**config.mk**
```make
export PLATFORM = sky130hd
export DESIGN_NAME = disp4_ctrl
export DESIGN_NICKNAME = d
export VERILOG_FILES = /design/src/rtl/disp4_pkg.sv /design/src/rtl/disp4_sync.sv /design/src/rtl/disp4_wr_fsm.sv /design/src/rtl/disp4_store.sv /design/src/rtl/disp4_scan.sv /design/src/rtl/disp4_ctrl.sv
export SDC_FILE = /design/constraint.sdc
export NUM_CORES = 1
export LEC_CHECK = 0
export ABC_AREA = 1
export BUFFER_PORTS_ARGS = -buffer_cell sky130_fd_sc_hd__buf_2
export CAP_MARGIN = 20
export CORE_UTILIZATION = 45
export CTS_CLUSTER_DIAMETER = 80
export CTS_CLUSTER_SIZE = 28
export DETAILED_ROUTE_END_ITERATION = 12
export PLACE_DENSITY = 0.7
export SYNTH_ARGS = -nofsm -noshare
export SYNTH_HDL_FRONTEND = slang
export SYNTH_SLANG_ARGS = --single-unit
```
**constraint.sdc**
```tcl
create_clock -name clk -period 1.3 [get_ports clk]
set_input_delay 0.065 -clock clk [delete_from_list [all_inputs] [get_ports clk]]
set_output_delay 0.065 -clock clk [all_outputs]
set_load 0.1 [all_outputs]
```
**src/rtl/disp4_pkg.sv**
```systemverilog
package disp4_pkg;
    localparam int NUM_DIG = 4;
    localparam int ADDR_W  = 2;
    localparam int CODE_W  = 7;
    localparam int CE_W    = 4;
    localparam logic [CE_W-1:0]   CE_TRUE    = 4'b1100;
    localparam logic [CODE_W-1:0] SPACE_CODE = 7'h20;

    typedef enum logic [1:0] {
        W_IDLE   = 2'd0,
        W_LOW    = 2'd1,
        W_COMMIT = 2'd2
    } wr_state_e;

    typedef enum logic [1:0] {
        SC_D0 = 2'd0,
        SC_D1 = 2'd1,
        SC_D2 = 2'd2,
        SC_D3 = 2'd3
    } scan_state_e;

    typedef logic [NUM_DIG-1:0][CODE_W-1:0] char_bank_t;
endpackage

```
**src/rtl/disp4_sync.sv**
```systemverilog
module disp4_sync #(
    parameter int W = 4,
    parameter logic [W-1:0] RST_VAL = '0
) (
    input  logic         clk,
    input  logic         rst_n,
    input  logic [W-1:0] d,
    output logic [W-1:0] q
);
    logic [W-1:0] stage1;

    always_ff @(posedge clk or negedge rst_n) begin
        if (!rst_n) begin
            stage1 <= RST_VAL;
            q      <= RST_VAL;
        end else begin
            stage1 <= d;
            q      <= stage1;
        end
    end
endmodule

```
**src/rtl/disp4_wr_fsm.sv**
```systemverilog
module disp4_wr_fsm
    import disp4_pkg::*;
(
    input  logic              clk,
    input  logic              rst_n,
    input  logic              wr_s,
    input  logic              ce_ok,
    input  logic              cs_in,
    input  logic [ADDR_W-1:0] addr_in,
    input  logic [CODE_W-1:0] data_in,
    output logic              we,
    output logic              w_cs,
    output logic [ADDR_W-1:0] w_addr,
    output logic [CODE_W-1:0] w_data
);
    wr_state_e state, state_nx;
    logic      cap_ok;

    // state register
    always_ff @(posedge clk or negedge rst_n) begin
        if (!rst_n) state <= W_IDLE;
        else        state <= state_nx;
    end

    // bus capture while the strobe is low
    always_ff @(posedge clk or negedge rst_n) begin
        if (!rst_n) begin
            cap_ok <= 1'b0;
            w_cs   <= 1'b0;
            w_addr <= '0;
            w_data <= '0;
        end else if (!wr_s && state != W_COMMIT) begin
            cap_ok <= ce_ok;
            w_cs   <= cs_in;
            w_addr <= addr_in;
            w_data <= data_in;
        end
    end

    always_comb begin
        state_nx = state;
        unique case (state)
            W_IDLE:   if (!wr_s && ce_ok) state_nx = W_LOW;
            W_LOW:    if (wr_s) state_nx = cap_ok ? W_COMMIT : W_IDLE;
            W_COMMIT: state_nx = W_IDLE;
            default:  state_nx = W_IDLE;
        endcase
    end

    // outputs
    always_comb begin
        we = (state == W_COMMIT);
    end

    // a commit only follows a strobe seen high
    a_r4_commit_after_rise: assert property (@(posedge clk) disable iff (!rst_n)
        we |-> $past(wr_s));
    // a sample without valid enables never commits
    a_r2_enables_gate: assert property (@(posedge clk) disable iff (!rst_n)
        (state == W_LOW && wr_s && !cap_ok) |=> !we);
endmodule

```
**src/rtl/disp4_store.sv**
```systemverilog
module disp4_store
    import disp4_pkg::*;
(
    input  logic              clk,
    input  logic              rst_n,
    input  logic              clr,
    input  logic              we,
    input  logic              w_cs,
    input  logic [ADDR_W-1:0] w_addr,
    input  logic [CODE_W-1:0] w_data,
    output char_bank_t        chr_q,
    output logic [NUM_DIG-1:0] cur_q
);
    always_ff @(posedge clk or negedge rst_n) begin
        if (!rst_n) begin
            chr_q <= {NUM_DIG{SPACE_CODE}};
            cur_q <= '0;
        end else if (clr) begin
            chr_q <= {NUM_DIG{SPACE_CODE}};
            cur_q <= '0;
        end else if (we) begin
            if (w_cs) cur_q[w_addr] <= w_data[0];
            else      chr_q[w_addr] <= w_data;
        end
    end

    // a cursor write leaves the characters alone
    a_r5_cursor_keeps_chars: assert property (@(posedge clk) disable iff (!rst_n)
        (we && w_cs && !clr) |=> chr_q == $past(chr_q));

    // clear empties every position
    for (genvar g = 0; g < NUM_DIG; g++) begin : g_clr_chk
        a_r6_clear_empties: assert property (@(posedge clk) disable iff (!rst_n)
            clr |=> (chr_q[g] == SPACE_CODE && !cur_q[g]));
    end
endmodule

```
**src/rtl/disp4_scan.sv**
```systemverilog
module disp4_scan
    import disp4_pkg::*;
#(
    parameter int SCAN_DIV = 1000
) (
    input  logic               clk,
    input  logic               rst_n,
    output logic [NUM_DIG-1:0] dig_sel,
    output logic [ADDR_W-1:0]  idx
);
    localparam int DIV_W = $clog2(SCAN_DIV + 1);
    localparam logic [DIV_W-1:0] DIV_LAST = DIV_W'(SCAN_DIV - 1);

    scan_state_e      state, state_nx;
    logic [DIV_W-1:0] div_cnt;
    logic             tick;

    always_ff @(posedge clk or negedge rst_n) begin
        if (!rst_n)    div_cnt <= '0;
        else if (tick) div_cnt <= '0;
        else           div_cnt <= div_cnt + 1'b1;
    end

    assign tick = (div_cnt == DIV_LAST);

    // state register
    always_ff @(posedge clk or negedge rst_n) begin
        if (!rst_n) state <= SC_D0;
        else        state <= state_nx;
    end

    always_comb begin
        state_nx = state;
        if (tick) begin
            unique case (state)
                SC_D0: state_nx = SC_D1;
                SC_D1: state_nx = SC_D2;
                SC_D2: state_nx = SC_D3;
                SC_D3: state_nx = SC_D0;
                default: state_nx = SC_D0;
            endcase
        end
    end

    // outputs
    always_comb begin
        dig_sel = '0;
        idx     = '0;
        unique case (state)
            SC_D0: begin dig_sel = 4'b0001; idx = 2'd0; end
            SC_D1: begin dig_sel = 4'b0010; idx = 2'd1; end
            SC_D2: begin dig_sel = 4'b0100; idx = 2'd2; end
            SC_D3: begin dig_sel = 4'b1000; idx = 2'd3; end
            default: begin dig_sel = 4'b0001; idx = 2'd0; end
        endcase
    end

    // the digit holds between divider wraps
    a_r9_hold: assert property (@(posedge clk) disable iff (!rst_n)
        !tick |=> $stable(dig_sel));
    // digit 3 wraps to digit 0
    a_r9_wrap: assert property (@(posedge clk) disable iff (!rst_n)
        (dig_sel[3] && tick) |=> dig_sel[0]);
    // the divider stays in range
    a_r9_div_range: assert property (@(posedge clk) disable iff (!rst_n)
        div_cnt <= DIV_LAST);
endmodule

```
**src/rtl/disp4_ctrl.sv**
```systemverilog
module disp4_ctrl
    import disp4_pkg::*;
#(
    parameter int SCAN_DIV = 1000
) (
    input  logic        clk,
    input  logic        rst_n,
    input  logic [3:0]  ce,
    input  logic        cur_sel,
    input  logic [1:0]  addr,
    input  logic [6:0]  din,
    input  logic        wr_n,
    input  logic        clr_n,
    input  logic        cur_en,
    input  logic        blank_n,
    output logic [3:0]  dig_sel,
    output logic [6:0]  seg_code,
    output logic        show_cursor,
    output logic        visible
);
    logic [3:0] async_in, sync_out;
    logic       wr_s, clr_s, cue_s, bl_s;

    assign async_in = {blank_n, cur_en, clr_n, wr_n};

    disp4_sync #(.W(4), .RST_VAL(4'b1011)) u_sync (
        .clk(clk), .rst_n(rst_n), .d(async_in), .q(sync_out)
    );

    assign wr_s  = sync_out[0];
    assign clr_s = sync_out[1];
    assign cue_s = sync_out[2];
    assign bl_s  = sync_out[3];

    logic              we, w_cs;
    logic [ADDR_W-1:0] w_addr;
    logic [CODE_W-1:0] w_data;

    disp4_wr_fsm u_wr (
        .clk(clk), .rst_n(rst_n), .wr_s(wr_s), .ce_ok(ce == CE_TRUE),
        .cs_in(cur_sel), .addr_in(addr), .data_in(din),
        .we(we), .w_cs(w_cs), .w_addr(w_addr), .w_data(w_data)
    );

    char_bank_t         chr_q;
    logic [NUM_DIG-1:0] cur_q;

    disp4_store u_store (
        .clk(clk), .rst_n(rst_n), .clr(!clr_s), .we(we), .w_cs(w_cs),
        .w_addr(w_addr), .w_data(w_data), .chr_q(chr_q), .cur_q(cur_q)
    );

    logic [ADDR_W-1:0] idx;

    disp4_scan #(.SCAN_DIV(SCAN_DIV)) u_scan (
        .clk(clk), .rst_n(rst_n), .dig_sel(dig_sel), .idx(idx)
    );

    always_comb begin
        show_cursor = cue_s && cur_q[idx];
        seg_code    = show_cursor ? '0 : chr_q[idx];
        visible     = bl_s;
    end

    // cursor enable low never shows a cursor
    a_r7_cursor_off: assert property (@(posedge clk) disable iff (!rst_n)
        !cue_s |-> !show_cursor);
    // blank low darkens every digit
    a_r8_blank_dark: assert property (@(posedge clk) disable iff (!rst_n)
        !bl_s |-> !visible);
endmodule

```
# ---- Yosys cells after proc, flatten, opt, wreduce, memory -nomap -nowiden
# Cells that the tools add are included.
dict set report classes {
  mux 25
  addsub 1
  n_lt_le_gt_ge 3
  n_reduce_logical 10
  n_eq_ne 13
}
# cell n
set op_table {}
lappend op_table {{$mux W28} 3}
lappend op_table {{$bwmux W28} 1}
lappend op_table {{$mux W7} 3}
lappend op_table {{$pmux W2 S4} 2}
lappend op_table {{$pmux W4 S4} 1}
lappend op_table {{$bmux W7 S2} 1}
lappend op_table {{$demux W7 S2} 1}
lappend op_table {{$mux W4} 3}
lappend op_table {{$add A10 B1 Y10 const B} 1}
lappend op_table {{$eq A10 B10 Y1 const B} 1}
lappend op_table {{$mux W10} 1}
lappend op_table {{$eq A2 B2 Y1 const B} 3}
lappend op_table {{$lt A2 B3 Y1 const B} 2}
lappend op_table {{$mux W2} 3}
lappend op_table {{$ne A2 B1 Y1 const B} 3}
lappend op_table {{$ne A2 B2 Y1 const B} 3}
lappend op_table {{$reduce_and A2 Y1} 3}
lappend op_table {{$bwmux W4} 1}
lappend op_table {{$eq A2 B1 Y1 const B} 2}
lappend op_table {{$eq A4 B4 Y1 const B} 1}
lappend op_table {{$logic_and A1 B1 Y1} 4}
lappend op_table {{$logic_not A2 Y1} 2}
lappend op_table {{$pmux W2 S2} 1}
lappend op_table {{$bmux W1 S2} 1}
lappend op_table {{4 further kinds} 5}
dict set report totals {
  wordCells 66
  out_inout_bits 13
  reg_bits 65
}

# ---- Logic depth before layout (Yosys ltp)
dict set report depth {
  depth_word 8
  ltp_mapped 11
  depth_no_buf 10
}

# ---- Hierarchy
# A second synthesis with hierarchy kept.
dict set report hier_totals {
  cells_unflattened 408
  area_unflattened_um2 3220.6
}
# mod seq_area_each_um2 cells_each n_inst area_per_inst_um2
set by_module_without_submodules {}
lappend by_module_without_submodules {disp4_store 805.8 170 1 1400.1}
lappend by_module_without_submodules {disp4_scan 300.3 87 1 709.4}
lappend by_module_without_submodules {disp4_wr_fsm 325.3 58 1 528.0}
lappend by_module_without_submodules {disp4_ctrl 0.0 85 1 375.4}
lappend by_module_without_submodules {disp4_sync 207.7 8 1 207.7}

# ---- Worst setup path before layout
# Ideal clock, no wire load.
dict set report synth_path {
  path_kind {reg-to-output}
  start {register u_scan.state[0]}
  end {output port seg_code[3]}
  setup_slack_ps -1548
  t_arrival_ps 2783
  path_buffers 1
  path_stages_with_launch 12
  path_cell_list {dfrtp_1 > inv_1 > ha_1 > inv_1 > o21ai_4 > inv_4 > buf_6 > nand2_1 > nand3_1 > nand2_1 > nand2_1 > inv_1}
}
dict set report synth_via {
  elab_chain_len 6
}
# element line_no
set synth_rtl {}
lappend synth_rtl {{start, declared} disp4_scan.sv:14} ;# scan_state_e state, state_nx;
lappend synth_rtl {{start signal, assigned} disp4_scan.sv:29} ;# else state <= state_nx;
lappend synth_rtl {{$eq A2 B2 Y1 (tied with other cells)} disp4_scan.sv:49} ;# unique case (state)
lappend synth_rtl {{$pmux W2 S4 (*)} disp4_scan.sv:49}
lappend synth_rtl {{$bmux W1 S2} disp4_ctrl.sv:60} ;# show_cursor = cue_s && cur_q[idx];
lappend synth_rtl {{$mux W1 (implied by the code)} disp4_ctrl.sv:60}
lappend synth_rtl {{$logic_and A1 B1 Y1} disp4_ctrl.sv:60}
lappend synth_rtl {{$mux W7 (*)} disp4_ctrl.sv:61} ;# seg_code = show_cursor ? '0 : chr_q[idx];
lappend synth_rtl {{end, declared} disp4_ctrl.sv:17} ;# output logic [6:0] seg_code,
# Mark *: on every way between the ends. The rest lies on a longest branch, timed or not. The select of a mux whose other input is x is not followed.

# ---- Worst setup path in the final report
dict set report layout_path {
  start {register u_scan.state[1]}
  end {output port seg_code[5]}
}
# Same word-level chain as after synthesis.

==> results.cfg <==
[run_status]
status = finished, violations left
violations = DRC, setup timing

[cts]
cts_buffer_depth = 2
numClockSinks = 65
cts_root_buffer = clkbuf_8
cts_inserted_buffers = 9
path_clk_slew_ns = 0.07
htree_levels = 3
cts_tree = built
clk_latency_ns = 0.33

[power_and_ir_drop]
power_w = 0.00398
vdd_drop_max_mv = 0.696
seq_power_share_pct = 53.6
switchingPower_w = 0.000982
power.internal_w = 0.00300
combPwrFrac_pct = 9.6
switching_share_pct = 24.7
p_clk_share_pct = 36.8
p_leak_nw = 2.03
p_per_area_nw_per_um2 = 868

[critical_path]
cp.arrival_ns = 2.03
crit_type = flop to primary output
path_depth = 12
path_cells = inv_2 -> buf_6 -> ha_4 -> inv_6 -> o21ai_4 -> buf_6 -> nand2_1 -> nand3_2 -> nand2_2 -> nand2_4 -> clkinvlp_4 -> buf_12
cp_max_fo = 6
ff2ff_setup_slack_ns = -0.05
r2r-start = u_scan.div_cnt[1]
cp_slowest_cell = dfrtp_2
end_kind = primary output
cp-startpoint = u_scan.state[1]
cp_top_family = buffers and inverters
critical_path_buf_inv_count = 6
reg2reg_depth = 9
cp.required_ns = 1.24
crit_top_cell = buf_6
r2r_end = u_scan.div_cnt[7]
endpoint = seg_code[5]
critPathMaxStageDelay_ns = 0.45
startpoint_type = flop

[floorplanning]
ios = 33
die-area_um2 = 7170
num_rows = 29
die_h_um = 84.7
start_util_pct = 47.6
die_w_um = 84.7
core_um2 = 6460

[drt]
routed-via-count = 2652
drt.antenna.violating_nets = 0
viasPerCell = 5.04
wl_per_cell_um = 13.5
dr.pass1.iters = 11
drc = 4
first_iter_violations = 186
drt-total-wl_mm = 7.09

[timing]
tightest_slew_ns = 0.340
setup_viol = 16
finalWorstSetupSlack_ns = -0.791
rsz0062_at_grt = yes
maxSlewHeadroom_pct = 77.4
slew_violations = 0
fin_tns_setup_ns = -6.87
hold_viol = 0
min_period_over_period_pct = 161
clock_skew_ns = 0.00970
fmax_ghz = 0.478
min_period_ns = 2.09
whs_ns = 0.0181

[synth]
ys_warn_count = 0
synth_compound_area_share_pct = 13.2
synth-adder-area-share_pct = 2.85
postSynthAreaPerCell_um2 = 8.79
synth-xor-area-share_pct = 0.285
synth_cell_types = 30
netlist.area_leader.share_pct = 44.7
async_flop_share_pct = 100
syn_nets = 377
synth_seq_area_share_pct = 53.3
synthTopCellsByArea = dfrtp_1 (45%), nand2_1 (9.4%), dfstp_2 (8.5%), inv_1 (7.7%), o22ai_1 (4.1%)
yosysMostFrequentCell = nand2_1
synth-edff-count = 0
synth_cells = 350
ys_ff_latch = 65
synthSimpleGateAreaFrac_pct = 18.7
synth_top_family_by_area = simple AND/OR/NAND/NOR gates
ys.flop_type = dfrtp_1
synthMuxAreaShare_pct = 2.20
syn-cell-area_um2 = 3080
yosys.area.top_type = dfrtp_1
synth_common_cells = nand2_1 (77), inv_1 (63), dfrtp_1 (55)

[placed_design]
place_area_um2 = 3820
place_congestion = 0.808
hpwlAfterDp_mm = 4.43
io_buffers = 32

[final_layout]
final_cell_area_um2 = 4590
area.sequential_um2 = 1640
final_core_util_pct = 71.0
syn2layout_area_growth_pct = 49.0
drive_gt1_share_pct = 44.3
fillers = 453
diodes = 0
multi_input_area_um2 = 1500
fin_nets = 471

[global_routing]
grt.total_usage_pct = 20.8
antenna_found_initial = 0
grt_pass1_vias = 2548
overflow = 0
grt_start_max_net_pins = 66
grt_pass1_wl_mm = 11.6

[flow_run]
cap_violations = 0

[min_path]
hold_class = primary input to flop
min_from = ce[0]
[final cells by class]
class	instances	area share, %
clock inverter	3	0.382
sequential	65	35.8
clock buffer	13	3.25
tap	77	2.10
multi-input combinational	214	32.7
inverter	66	6.28
timing repair buffer	88	19.5
[routing by layer]
metal	global-route usage (%)	share of wire, %	up-vias
li1	-	-	1307
met1	26.8	43	1270
met2	34.3	52	63
met3	5.41	3.8	12
met4	7.09	1.5	0
met5	0	0	-
[logic make-up (layout without fill, tap and decap cells)]
logic type,count (synthesis),after routing
DFF,65,65
adders and majority gates,7,7
AOI/OAI and AO/OA,66,66
buffers and inverters,71,170
xor gates and xnor gates,1,1
and+or+nand+nor,134,134
muxes,6,6
[worst reg2reg max path, cell delays in order, from the launching register on]
cell     delay [ns]
dfrtp_1        0.35
ha_2           0.19
nand2_2        0.06
inv_2          0.09
nand2_4        0.06
nor2_4         0.12
nand2_4        0.09
buf_6          0.14
a21oi_2        0.10
nor2_1         0.05
[power by group through the flow]
| stage | Combinational, W | Sequential (W) | Clock (W) |
|---|---|---|---|
| detailed placement | 0.000331 | 0.00217 | 0 |
| global placement | 0.000324 | 0.00216 | 0 |
| CTS | 0.000365 | 0.00213 | 0.00150 |
| finish | 0.000380 | 0.00213 | 0.00147 |
| floorplan | 0.000158 | 0.00217 | 0 |
| global route | 0.000414 | 0.00214 | 0.00160 |
[stage by stage]
stage               instances  setup WS [ns]
floorplan                 350         -0.638
detailed placement        485         -0.467
global route              526         -0.895
finish                    526         -0.791
CTS                       522         -0.798
global placement          485         -0.429
[what timing repair did]
action	CTS	global route
hold buffers	14	0
pin swaps	6	25
resized for setup	27	72
setup buffers	6	7
endpoints found under the setup margin	20	34
cloned	1	0
endpoints found under the hold margin	68	0
[worst min path at each step]
stage / end / slack (ns) / depth (start not counted)
after floorplan: u_scan.div_cnt[0] / -0.23 / 0
after global placement: u_wr.w_data[5] / 0.10 / 2
after detailed placement: u_wr.w_data[3] / 0.10 / 2
after CTS: u_wr.state[0] / 0.009 / 4
after global routing: u_wr.state[0] / 0.02 / 3
final: u_wr.state[0] / 0.02 / 4
[sequential cells by signal, summed over array words and instances (netlist names)]
register,flops
u_wr.cap_ok,1
u_scan.div_cnt,10
u_scan.state,2
u_sync.q,4
u_wr.w_cs,1
u_wr.w_addr,2
u_wr.state,2
u_sync.stage1,4
u_store.chr_q,28
u_store.cur_q,4
u_wr.w_data,7
[cells in the final DEF (no fill, tap or decap), types with 15 or more instances in the layout]
cell,netlist,routed
buf_4,2,29
nor2_1,29,23
buf_2,1,19
inv_1,63,48
o21ai_0,16,15
buf_12,0,17
nand2_1,77,47
dfrtp_1,55,53
nand2_2,5,22
o22ai_1,20,20
No activity file was read; power rests on OpenSTA's default activity.
